--- config.mk ---
export PLATFORM = sky130hd
export DESIGN_NAME = twobit_wr_ctrl
export DESIGN_NICKNAME = d
export VERILOG_FILES = /design/src/rtl/twobit_pkg.sv /design/src/rtl/twobit_shadow.sv /design/src/rtl/twobit_plan.sv /design/src/rtl/twobit_refresh_timer.sv /design/src/rtl/twobit_wr_ctrl.sv
export SDC_FILE = /design/constraint.sdc
export NUM_CORES = 2
export LEC_CHECK = 0
export BUFFER_PORTS_ARGS = -buffer_cell sky130_fd_sc_hd__buf_4
export CAP_MARGIN = 15
export CORE_UTILIZATION = 35
export DETAILED_ROUTE_END_ITERATION = 7
export PLACE_DENSITY = 0.58
export SYNTH_ARGS = -nofsm -noshare
export SYNTH_HDL_FRONTEND = slang
export SYNTH_SLANG_ARGS = --single-unit
export TNS_END_PERCENT = 5
--- constraint.sdc ---
create_clock -name clk -period 40.6 [get_ports clk]
set_input_delay 8.12 -clock clk [delete_from_list [all_inputs] [get_ports clk]]
set_output_delay 8.12 -clock clk [all_outputs]
set_load 0.02 [all_outputs]
--- src/rtl/twobit_pkg.sv ---
package twobit_pkg;

  typedef enum logic [2:0] {
    LV_ZERO = 3'd0,
    LV_POS2 = 3'd1,
    LV_POS3 = 3'd2,
    LV_POS7 = 3'd3,
    LV_NEG2 = 3'd5,
    LV_NEG3 = 3'd6,
    LV_NEG7 = 3'd7
  } level_e;

  typedef enum logic [1:0] {
    OP_VOL     = 2'd0,
    OP_NV      = 2'd1,
    OP_REF     = 2'd2,
    OP_REF_ALT = 2'd3
  } op_e;

  typedef enum logic [1:0] {
    ST_IDLE  = 2'd0,
    ST_SENSE = 2'd1,
    ST_CALC  = 2'd2,
    ST_DRIVE = 2'd3
  } fsm_e;

  // Round a nanosecond figure up to whole clock cycles.
  function automatic int unsigned ns_to_cycles(input longint unsigned ns,
                                               input int unsigned clk_ps);
    longint unsigned tot;
    tot = (ns * 64'd1000 + 64'(clk_ps) - 64'd1) / 64'(clk_ps);
    return tot[31:0];
  endfunction

  function automatic int unsigned umax(input int unsigned a, input int unsigned b);
    return (a > b) ? a : b;
  endfunction

endpackage

--- src/rtl/twobit_shadow.sv ---
module twobit_shadow #(
  parameter int unsigned NROW  = 128,
  parameter int unsigned NCELL = 8,
  localparam int unsigned RW   = $clog2(NROW)
) (
  input  logic             clk,
  input  logic             rst_n,
  input  logic [RW-1:0]    rd_row,
  output logic [NCELL-1:0] rd_v,
  output logic [NCELL-1:0] rd_nv,
  input  logic             wr_en,
  input  logic [RW-1:0]    wr_row,
  input  logic [NCELL-1:0] wr_v,
  input  logic [NCELL-1:0] wr_nv
);

  logic [NCELL-1:0] vmem  [NROW];
  logic [NCELL-1:0] nvmem [NROW];

  always_ff @(posedge clk) begin
    if (!rst_n) begin
      for (int r = 0; r < int'(NROW); r++) begin
        vmem[r]  <= '0;
        nvmem[r] <= '0;
      end
    end else if (wr_en) begin
      vmem[wr_row]  <= wr_v;
      nvmem[wr_row] <= wr_nv;
    end
  end

  assign rd_v  = vmem[rd_row];
  assign rd_nv = nvmem[rd_row];

endmodule

--- src/rtl/twobit_plan.sv ---
module twobit_plan import twobit_pkg::*; #(
  parameter int unsigned NCELL = 8,
  parameter int unsigned DUR_W = 18,
  parameter int unsigned T_V1A = 6,
  parameter int unsigned T_V1B = 8,
  parameter int unsigned T_V0  = 200000,
  parameter int unsigned T_NVS = 6000,
  parameter int unsigned T_NVC = 1500
) (
  input  op_e                op,
  input  logic               val,
  input  logic [NCELL-1:0]   mask,
  input  logic [NCELL-1:0]   vcur,
  input  logic [NCELL-1:0]   nvcur,
  output logic [3*NCELL-1:0] cg,
  output logic [3*NCELL-1:0] sl,
  output logic [NCELL-1:0]   vnext,
  output logic [NCELL-1:0]   nvnext,
  output logic [DUR_W-1:0]   dur
);

  logic [DUR_W-1:0] dcell [NCELL];

  for (genvar c = 0; c < int'(NCELL); c++) begin : g_cell
    logic             chg;
    logic             vn;
    logic             nvn;
    level_e           cgc;
    level_e           slc;
    logic [DUR_W-1:0] dc;

    always_comb begin
      chg = 1'b0;
      vn  = vcur[c];
      nvn = nvcur[c];
      cgc = LV_ZERO;
      slc = LV_ZERO;
      dc  = '0;
      case (op)
        OP_VOL: begin
          chg = mask[c] && (vcur[c] != val);
          cgc = val ? LV_POS3 : LV_NEG3;
          if (val) slc = chg ? LV_NEG2 : LV_POS2;
          else     slc = chg ? LV_POS2 : LV_NEG2;
          if (chg) begin
            vn = val;
            if (val) dc = nvcur[c] ? DUR_W'(T_V1B) : DUR_W'(T_V1A);
            else     dc = DUR_W'(T_V0);
          end
        end
        OP_NV: begin
          chg = mask[c] && (nvcur[c] != val);
          if (chg) begin
            cgc = vcur[c] ? LV_NEG7 : LV_POS7;
            nvn = val;
            dc  = val ? DUR_W'(T_NVS) : DUR_W'(T_NVC);
          end
        end
        default: begin
          chg = vcur[c];
          cgc = LV_POS3;
          slc = chg ? LV_NEG2 : LV_POS2;
          if (chg) dc = nvcur[c] ? DUR_W'(T_V1B) : DUR_W'(T_V1A);
        end
      endcase
    end

    assign cg[3*c +: 3] = cgc;
    assign sl[3*c +: 3] = slc;
    assign vnext[c]     = vn;
    assign nvnext[c]    = nvn;
    assign dcell[c]     = dc;
  end

  // Row pulse length is the longest any cell needs.
  always_comb begin
    dur = '0;
    for (int c = 0; c < int'(NCELL); c++) begin
      if (dcell[c] > dur) dur = dcell[c];
    end
  end

endmodule

--- src/rtl/twobit_refresh_timer.sv ---
module twobit_refresh_timer #(
  parameter int unsigned NROW = 128,
  parameter int unsigned SLOT = 93750,
  localparam int unsigned RW  = $clog2(NROW),
  localparam int unsigned SW  = $clog2(SLOT + 1)
) (
  input  logic          clk,
  input  logic          rst_n,
  input  logic          take,
  output logic          due,
  output logic [RW-1:0] row
);

  logic [SW-1:0] slot_cnt;
  logic          wrap;

  assign wrap = (slot_cnt == SW'(SLOT - 1));

  always_ff @(posedge clk) begin
    if (!rst_n) begin
      slot_cnt <= '0;
      due      <= 1'b0;
      row      <= '0;
    end else begin
      slot_cnt <= wrap ? '0 : slot_cnt + SW'(1);
      if (take) begin
        due <= 1'b0;
        row <= (row == RW'(NROW - 1)) ? '0 : row + RW'(1);
      end
      if (wrap) due <= 1'b1;
    end
  end

endmodule

--- src/rtl/twobit_wr_ctrl.sv ---
module twobit_wr_ctrl import twobit_pkg::*; #(
  parameter int unsigned NCELL          = 8,
  parameter int unsigned NROW           = 128,
  parameter int unsigned CLK_PS         = 5000,
  parameter int unsigned V1_NV0_NS      = 30,
  parameter int unsigned V1_NV1_NS      = 40,
  parameter int unsigned V0_NS          = 1_000_000,
  parameter int unsigned NV_SET_NS      = 30_000,
  parameter int unsigned NV_CLR_NS      = 7_500,
  parameter int unsigned REFRESH_WIN_NS = 60_000_000,
  localparam int unsigned RW            = $clog2(NROW)
) (
  input  logic               clk,
  input  logic               rst_n,
  input  logic               cmd_valid,
  output logic               cmd_ready,
  input  logic [1:0]         cmd_op,
  input  logic [RW-1:0]      cmd_row,
  input  logic [NCELL-1:0]   cmd_mask,
  input  logic               cmd_val,
  output logic               busy,
  output logic               done,
  output logic               sense_en,
  output logic               drv_active,
  output logic [RW-1:0]      drv_row,
  output logic [3*NCELL-1:0] cg_code,
  output logic [3*NCELL-1:0] sl_code
);

  localparam int unsigned C_V1A  = ns_to_cycles(V1_NV0_NS, CLK_PS);
  localparam int unsigned C_V1B  = ns_to_cycles(V1_NV1_NS, CLK_PS);
  localparam int unsigned C_V0   = ns_to_cycles(V0_NS, CLK_PS);
  localparam int unsigned C_NVS  = ns_to_cycles(NV_SET_NS, CLK_PS);
  localparam int unsigned C_NVC  = ns_to_cycles(NV_CLR_NS, CLK_PS);
  localparam int unsigned C_SLOT = ns_to_cycles(REFRESH_WIN_NS, CLK_PS) / NROW;
  localparam int unsigned DMAX   = umax(umax(umax(C_V1A, C_V1B), umax(C_V0, C_NVS)), C_NVC);
  localparam int unsigned DUR_W  = $clog2(DMAX + 1);
  localparam int unsigned CW     = 3 * NCELL;

  fsm_e             state;
  op_e              op_q;
  logic [RW-1:0]    row_q;
  logic [NCELL-1:0] mask_q;
  logic             val_q;
  logic             user_q;
  logic             done_q;
  logic [DUR_W-1:0] cnt_q;
  logic [CW-1:0]    cg_q;
  logic [CW-1:0]    sl_q;
  logic [NCELL-1:0] vn_q;
  logic [NCELL-1:0] nvn_q;

  logic             ref_due;
  logic [RW-1:0]    ref_row;
  logic             ref_take;
  logic             accept;
  logic             wr_en;

  logic [NCELL-1:0] cur_v;
  logic [NCELL-1:0] cur_nv;
  logic [NCELL-1:0] pl_v;
  logic [NCELL-1:0] pl_nv;
  logic [CW-1:0]    pl_cg;
  logic [CW-1:0]    pl_sl;
  logic [DUR_W-1:0] pl_dur;

  assign cmd_ready = (state == ST_IDLE) && !ref_due;
  assign accept    = cmd_valid && cmd_ready;
  assign ref_take  = (state == ST_IDLE) && ref_due;
  assign wr_en     = (state == ST_DRIVE) && (cnt_q == DUR_W'(1));

  twobit_refresh_timer #(
    .NROW (NROW),
    .SLOT (C_SLOT)
  ) u_timer (
    .clk   (clk),
    .rst_n (rst_n),
    .take  (ref_take),
    .due   (ref_due),
    .row   (ref_row)
  );

  twobit_shadow #(
    .NROW  (NROW),
    .NCELL (NCELL)
  ) u_shadow (
    .clk    (clk),
    .rst_n  (rst_n),
    .rd_row (row_q),
    .rd_v   (cur_v),
    .rd_nv  (cur_nv),
    .wr_en  (wr_en),
    .wr_row (row_q),
    .wr_v   (vn_q),
    .wr_nv  (nvn_q)
  );

  twobit_plan #(
    .NCELL (NCELL),
    .DUR_W (DUR_W),
    .T_V1A (C_V1A),
    .T_V1B (C_V1B),
    .T_V0  (C_V0),
    .T_NVS (C_NVS),
    .T_NVC (C_NVC)
  ) u_plan (
    .op     (op_q),
    .val    (val_q),
    .mask   (mask_q),
    .vcur   (cur_v),
    .nvcur  (cur_nv),
    .cg     (pl_cg),
    .sl     (pl_sl),
    .vnext  (pl_v),
    .nvnext (pl_nv),
    .dur    (pl_dur)
  );

  always_ff @(posedge clk) begin
    if (!rst_n) begin
      state  <= ST_IDLE;
      op_q   <= OP_VOL;
      row_q  <= '0;
      mask_q <= '0;
      val_q  <= 1'b0;
      user_q <= 1'b0;
      done_q <= 1'b0;
      cnt_q  <= '0;
      cg_q   <= '0;
      sl_q   <= '0;
      vn_q   <= '0;
      nvn_q  <= '0;
    end else begin
      done_q <= 1'b0;
      case (state)
        ST_IDLE: begin
          if (ref_due) begin
            op_q   <= OP_REF;
            row_q  <= ref_row;
            mask_q <= '0;
            val_q  <= 1'b0;
            user_q <= 1'b0;
            state  <= ST_SENSE;
          end else if (accept) begin
            op_q   <= op_e'(cmd_op);
            row_q  <= cmd_row;
            mask_q <= cmd_mask;
            val_q  <= cmd_val;
            user_q <= 1'b1;
            state  <= cmd_op[1] ? ST_SENSE : ST_CALC;
          end
        end
        ST_SENSE: state <= ST_CALC;
        ST_CALC: begin
          cg_q  <= pl_cg;
          sl_q  <= pl_sl;
          vn_q  <= pl_v;
          nvn_q <= pl_nv;
          cnt_q <= pl_dur;
          if (pl_dur == '0) begin
            state  <= ST_IDLE;
            done_q <= user_q;
          end else begin
            state <= ST_DRIVE;
          end
        end
        ST_DRIVE: begin
          if (cnt_q == DUR_W'(1)) begin
            state  <= ST_IDLE;
            done_q <= user_q;
          end else begin
            cnt_q <= cnt_q - DUR_W'(1);
          end
        end
        default: state <= ST_IDLE;
      endcase
    end
  end

  assign busy       = (state != ST_IDLE);
  assign done       = done_q;
  assign sense_en   = (state == ST_SENSE);
  assign drv_active = (state == ST_DRIVE);
  assign drv_row    = (state == ST_SENSE || state == ST_DRIVE) ? row_q : '0;
  assign cg_code    = (state == ST_DRIVE) ? cg_q : '0;
  assign sl_code    = (state == ST_DRIVE) ? sl_q : '0;

endmodule

==> results list <==
* Result of the run: completed
- The largest single stage delay on the critical path is between 1000 and 1500 ps.
- CTS placed an instance of sky130_fd_sc_hd__clkbuf_16 at the clock tree root.
- Counting cells, the worst reg-to-reg path comes to 73.
* Total wirelength of the detailed-routed design: 356000 um
* Synth top area cells: sky130_fd_sc_hd__edfxtp_1 59%, sky130_fd_sc_hd__and2_1 13%, sky130_fd_sc_hd__mux4_2 7.6%
- Critical-path maximum fanout: between 40 and 50
- The clock drives 2169 sinks.
- Hold WC Path Type: reg2reg
- After the first detailed-routing iteration, the DRC count stood at 8658.
- Worst slack at placement: approximately 19000 ps
- Remaining global-route overflow: 0
- The routed design could run at a clock period as short as 21700 ps.
* Largest net degree at the start of global routing: 95
* Transition time of the tightest slew-check pin: ~1200 ps
* Flip-flop and latch count after synthesis: approximately 2200
* Proportion of netlist area held by the largest area contributor: 0.591
* Cell with the most instances after synthesis: sky130_fd_sc_hd__and2_1
- Avg Synthesized Cell Area: 13.7 um2
- Post-DP HPWL: 224000 um
* Remaining antenna violation count: 0
- In the synthesized netlist the async set-or-reset flop fraction comes to 0.
- Clock-pin transition on the worst setup and hold timing paths: around 60 ps
- TritonCTS built the clock tree.
* Residual DRC: 0
- Ranked by instance count, the synthesized netlist is headed by 2092 x sky130_fd_sc_hd__and2_1, 2048 x sky130_fd_sc_hd__edfxtp_1, 515 x sky130_fd_sc_hd__clkbuf_1.
* Setup TNS: 0 ps
- For this design the top-level I/O count stands at 81.
- For the final database, setup skew stands at 59.4 ps.
- Synth warn: 0
* Relative area change from synthesis to final layout: 12.2%
- Setup violations remaining at the end of the flow were counted as 0.
- The first global-routing pass estimated 499000 um of wire.
* Clk buf depth: 4
* Worst hold path depth: 2
- For this run, the top clock speed supported by timing is around 46 MHz.
- Post-CTS setup buffer count: 0
- Vias in the first global route: approximately 64000
- DR top layer: met5
- CP Launch Type: flip-flop
- The number of different library cells used by synthesis comes to 96.
* Area of the core region: 295000 um2
* Remaining max-slew budget at the tightest pin: 0.178
* Number of flops mapped to enable cells by yosys: 2048
- The initial utilization of the core area, before any placement, comes to 0.353.
- Antenna violations before repair: 20
- Required time of the critical path: between 40000 and 50000 ps
* GP Congestion: between 0.8 and 0.9
- Hold Violations, Final: 0
- Peak VDD IR: between 0.0002 and 0.0003 V
* Slowest CP cell: sky130_fd_sc_hd__o41ai_2
- Dividing the detail-routed via count by the number of cells gives 5.64.
* Unrepaired setup endpoints after global routing: no
- Max-cap violations in this run came to 0.
- Via total after detailed routing: 65800
- The worst setup path is captured at a flip-flop.
- Data arrival, critical path: 22460 ps
* Predominant post-synthesis flop cell: sky130_fd_sc_hd__edfxtp_1
* Buffers plus inverters on the worst setup path: 3
- At the end of the flow, the number of nets in the layout was 7666.
* Die outline area: 299000 um2
- PostCTS Resize Cnt: 0
* H-tree depth: 4
* Width of the die: 547 um
- Average routed wire per standard cell: approximately 31 um
* Fraction of final layout cells sized beyond drive strength 1: 0.168
- Length of the first detailed-routing pass in iterations: 6
* Synthesized instance count: 7619
- The setup path with the least slack is of type reg2reg.
* Detailed-route wire length on metal 1: 146000 um
* Global Route Usage Sum: 0.233
- Among the stages of the critical path, the cell type that occurs most often is sky130_fd_sc_hd__o21a_1.
- The number of clock buffers added by TritonCTS is 235.
- Met2 wire length: 163000 um
* Static power due to leakage: ~42 nW
- Summing every instance area after synthesis gives about 100000 um2.
* Pwr per Cell Area: between 70 and 80 nW/um2
* Logic depth of the worst path, buffers included: between 70 and 80
- Hold repair after CTS inserted 0 buffers.
- Worst Slack Setup Final: ~19000 ps
* Period Utilization, post-route: 0.535
- Number of core rows: 199
- Input and output buffers added on the ports amount to 72.
- In this design, the largest share of critical-path delay is due to compound AO/OA/AOI/OAI gates.
* Met3 wire length: 32400 um
* Fraction of the yosys area taken by sequential cells: 0.614
* Die extent in y: 547 um
* Final-report max-slew violation count: 0
* Clock insertion delay at the later pin of the skew report: about 920 ps
- The largest total area in the synthesized netlist belongs to sky130_fd_sc_hd__edfxtp_1.
==> routing by layer <==
layer	global-route usage	up-vias
met5	0	-
met4	0.0910	2
met3	0.0462	600
met2	0.365	3232
met1	0.318	34200
li1	-	27800
==> worst reg2reg max path, delay by kind of cell (launching register included) <==
family | cells | cell delay [ps]
adder cells (fa/ha/maj) | 8 | 2520
AND/OR/NAND/NOR | 21 | 5190
buffers and inverters | 3 | 1920
flip-flops | 1 | 720
multiplexers | 3 | 1040
AO/OA/AOI/OAI | 38 | 10140
==> logic make-up (layout without fill, tap and decap cells) <==
family,Yosys count,count (layout),synth area share
flip-flops,2169,2169,0.614
XOR/XNOR,26,26,0.00219
AO/OA/AOI/OAI,860,860,0.0549
AND/OR/NAND/NOR,2913,2913,0.163
multiplexers,815,815,0.121
adder cells (fa/ha/maj),84,84,0.0101
buffers and inverters,751,864,0.0348
other,1,18,0.0000360
==> cell usage in the layout (no fill, tap or decap), types with 44 or more instances in the layout <==
cell type,Yosys,layout
sky130_fd_sc_hd__clkinv_1,3,58
sky130_fd_sc_hd__o21ai_2,2,108
sky130_fd_sc_hd__dfxtp_1,121,98
sky130_fd_sc_hd__and2_1,2092,2090
sky130_fd_sc_hd__nand3_1,61,59
sky130_fd_sc_hd__mux4_2,350,350
sky130_fd_sc_hd__nor2b_1,49,44
sky130_fd_sc_hd__clkbuf_1,515,44
sky130_fd_sc_hd__clkbuf_16,0,236
sky130_fd_sc_hd__mux2i_1,434,434
sky130_fd_sc_hd__buf_4,61,352
sky130_fd_sc_hd__a21oi_1,166,166
sky130_fd_sc_hd__inv_1,50,48
sky130_fd_sc_hd__nand2_1,224,217
sky130_fd_sc_hd__ha_1,84,84
sky130_fd_sc_hd__nor2_1,278,260
sky130_fd_sc_hd__and3_1,57,57
sky130_fd_sc_hd__a22oi_1,171,171
sky130_fd_sc_hd__edfxtp_1,2048,2048
sky130_fd_sc_hd__o21ai_0,215,87
==> registers in the layout (all words and copies together), names as in the netlist, 9 cells and up, named ones only <==
register          flops
u_shadow.nvmem     1024
u_shadow.vmem      1024
cg_q                 24
cnt_q                18
u_timer.slot_cnt     17
sl_q                  9
==> final cells by class <==
type                            count  area, um2
Fill cell                       27200     178000
Multi-Input combinational cell   4706      37100
Antenna cell                       10       25.0
Tap cell                         3919       4900
Sequential cell                  2169      64000
Clock buffer                      287       6160
Clock inverter                    128       1090
Timing Repair Buffer              393       3260
Inverter                           56        213
==> per-stage QoR <==
step                      utilization  hold slack [ps]  cells  power [W]  instance area (um2)
final                           0.396              456  11700    0.00867               117000
after global routing            0.396              487  11700    0.00902               117000
after CTS                       0.395              458  11600    0.00860               116000
after detailed placement        0.370              443  11200    0.00652               109000
after global placement          0.369              441  11200    0.00654               109000
after floorplan                     -              417   7626    0.00533               104000
==> power by group <==
group          leakage [nW]  switching (W)  internal [W]
clock                  3.53       0.000912       0.00118
combinational          16.2        0.00250       0.00140
sequential             22.1       0.000140       0.00254
==> worst paths after layout <==
kind | start | end | slack [ps]
setup / recovery | flip-flop | state[0] | 18900
hold / removal | cg_q[11] | cg_q[11] | 460
setup reg to reg | flip-flop | state[0] | 18900
hold reg to reg | cg_q[11] | cg_q[11] | 460
No activity file was read; power rests on OpenSTA's default activity.
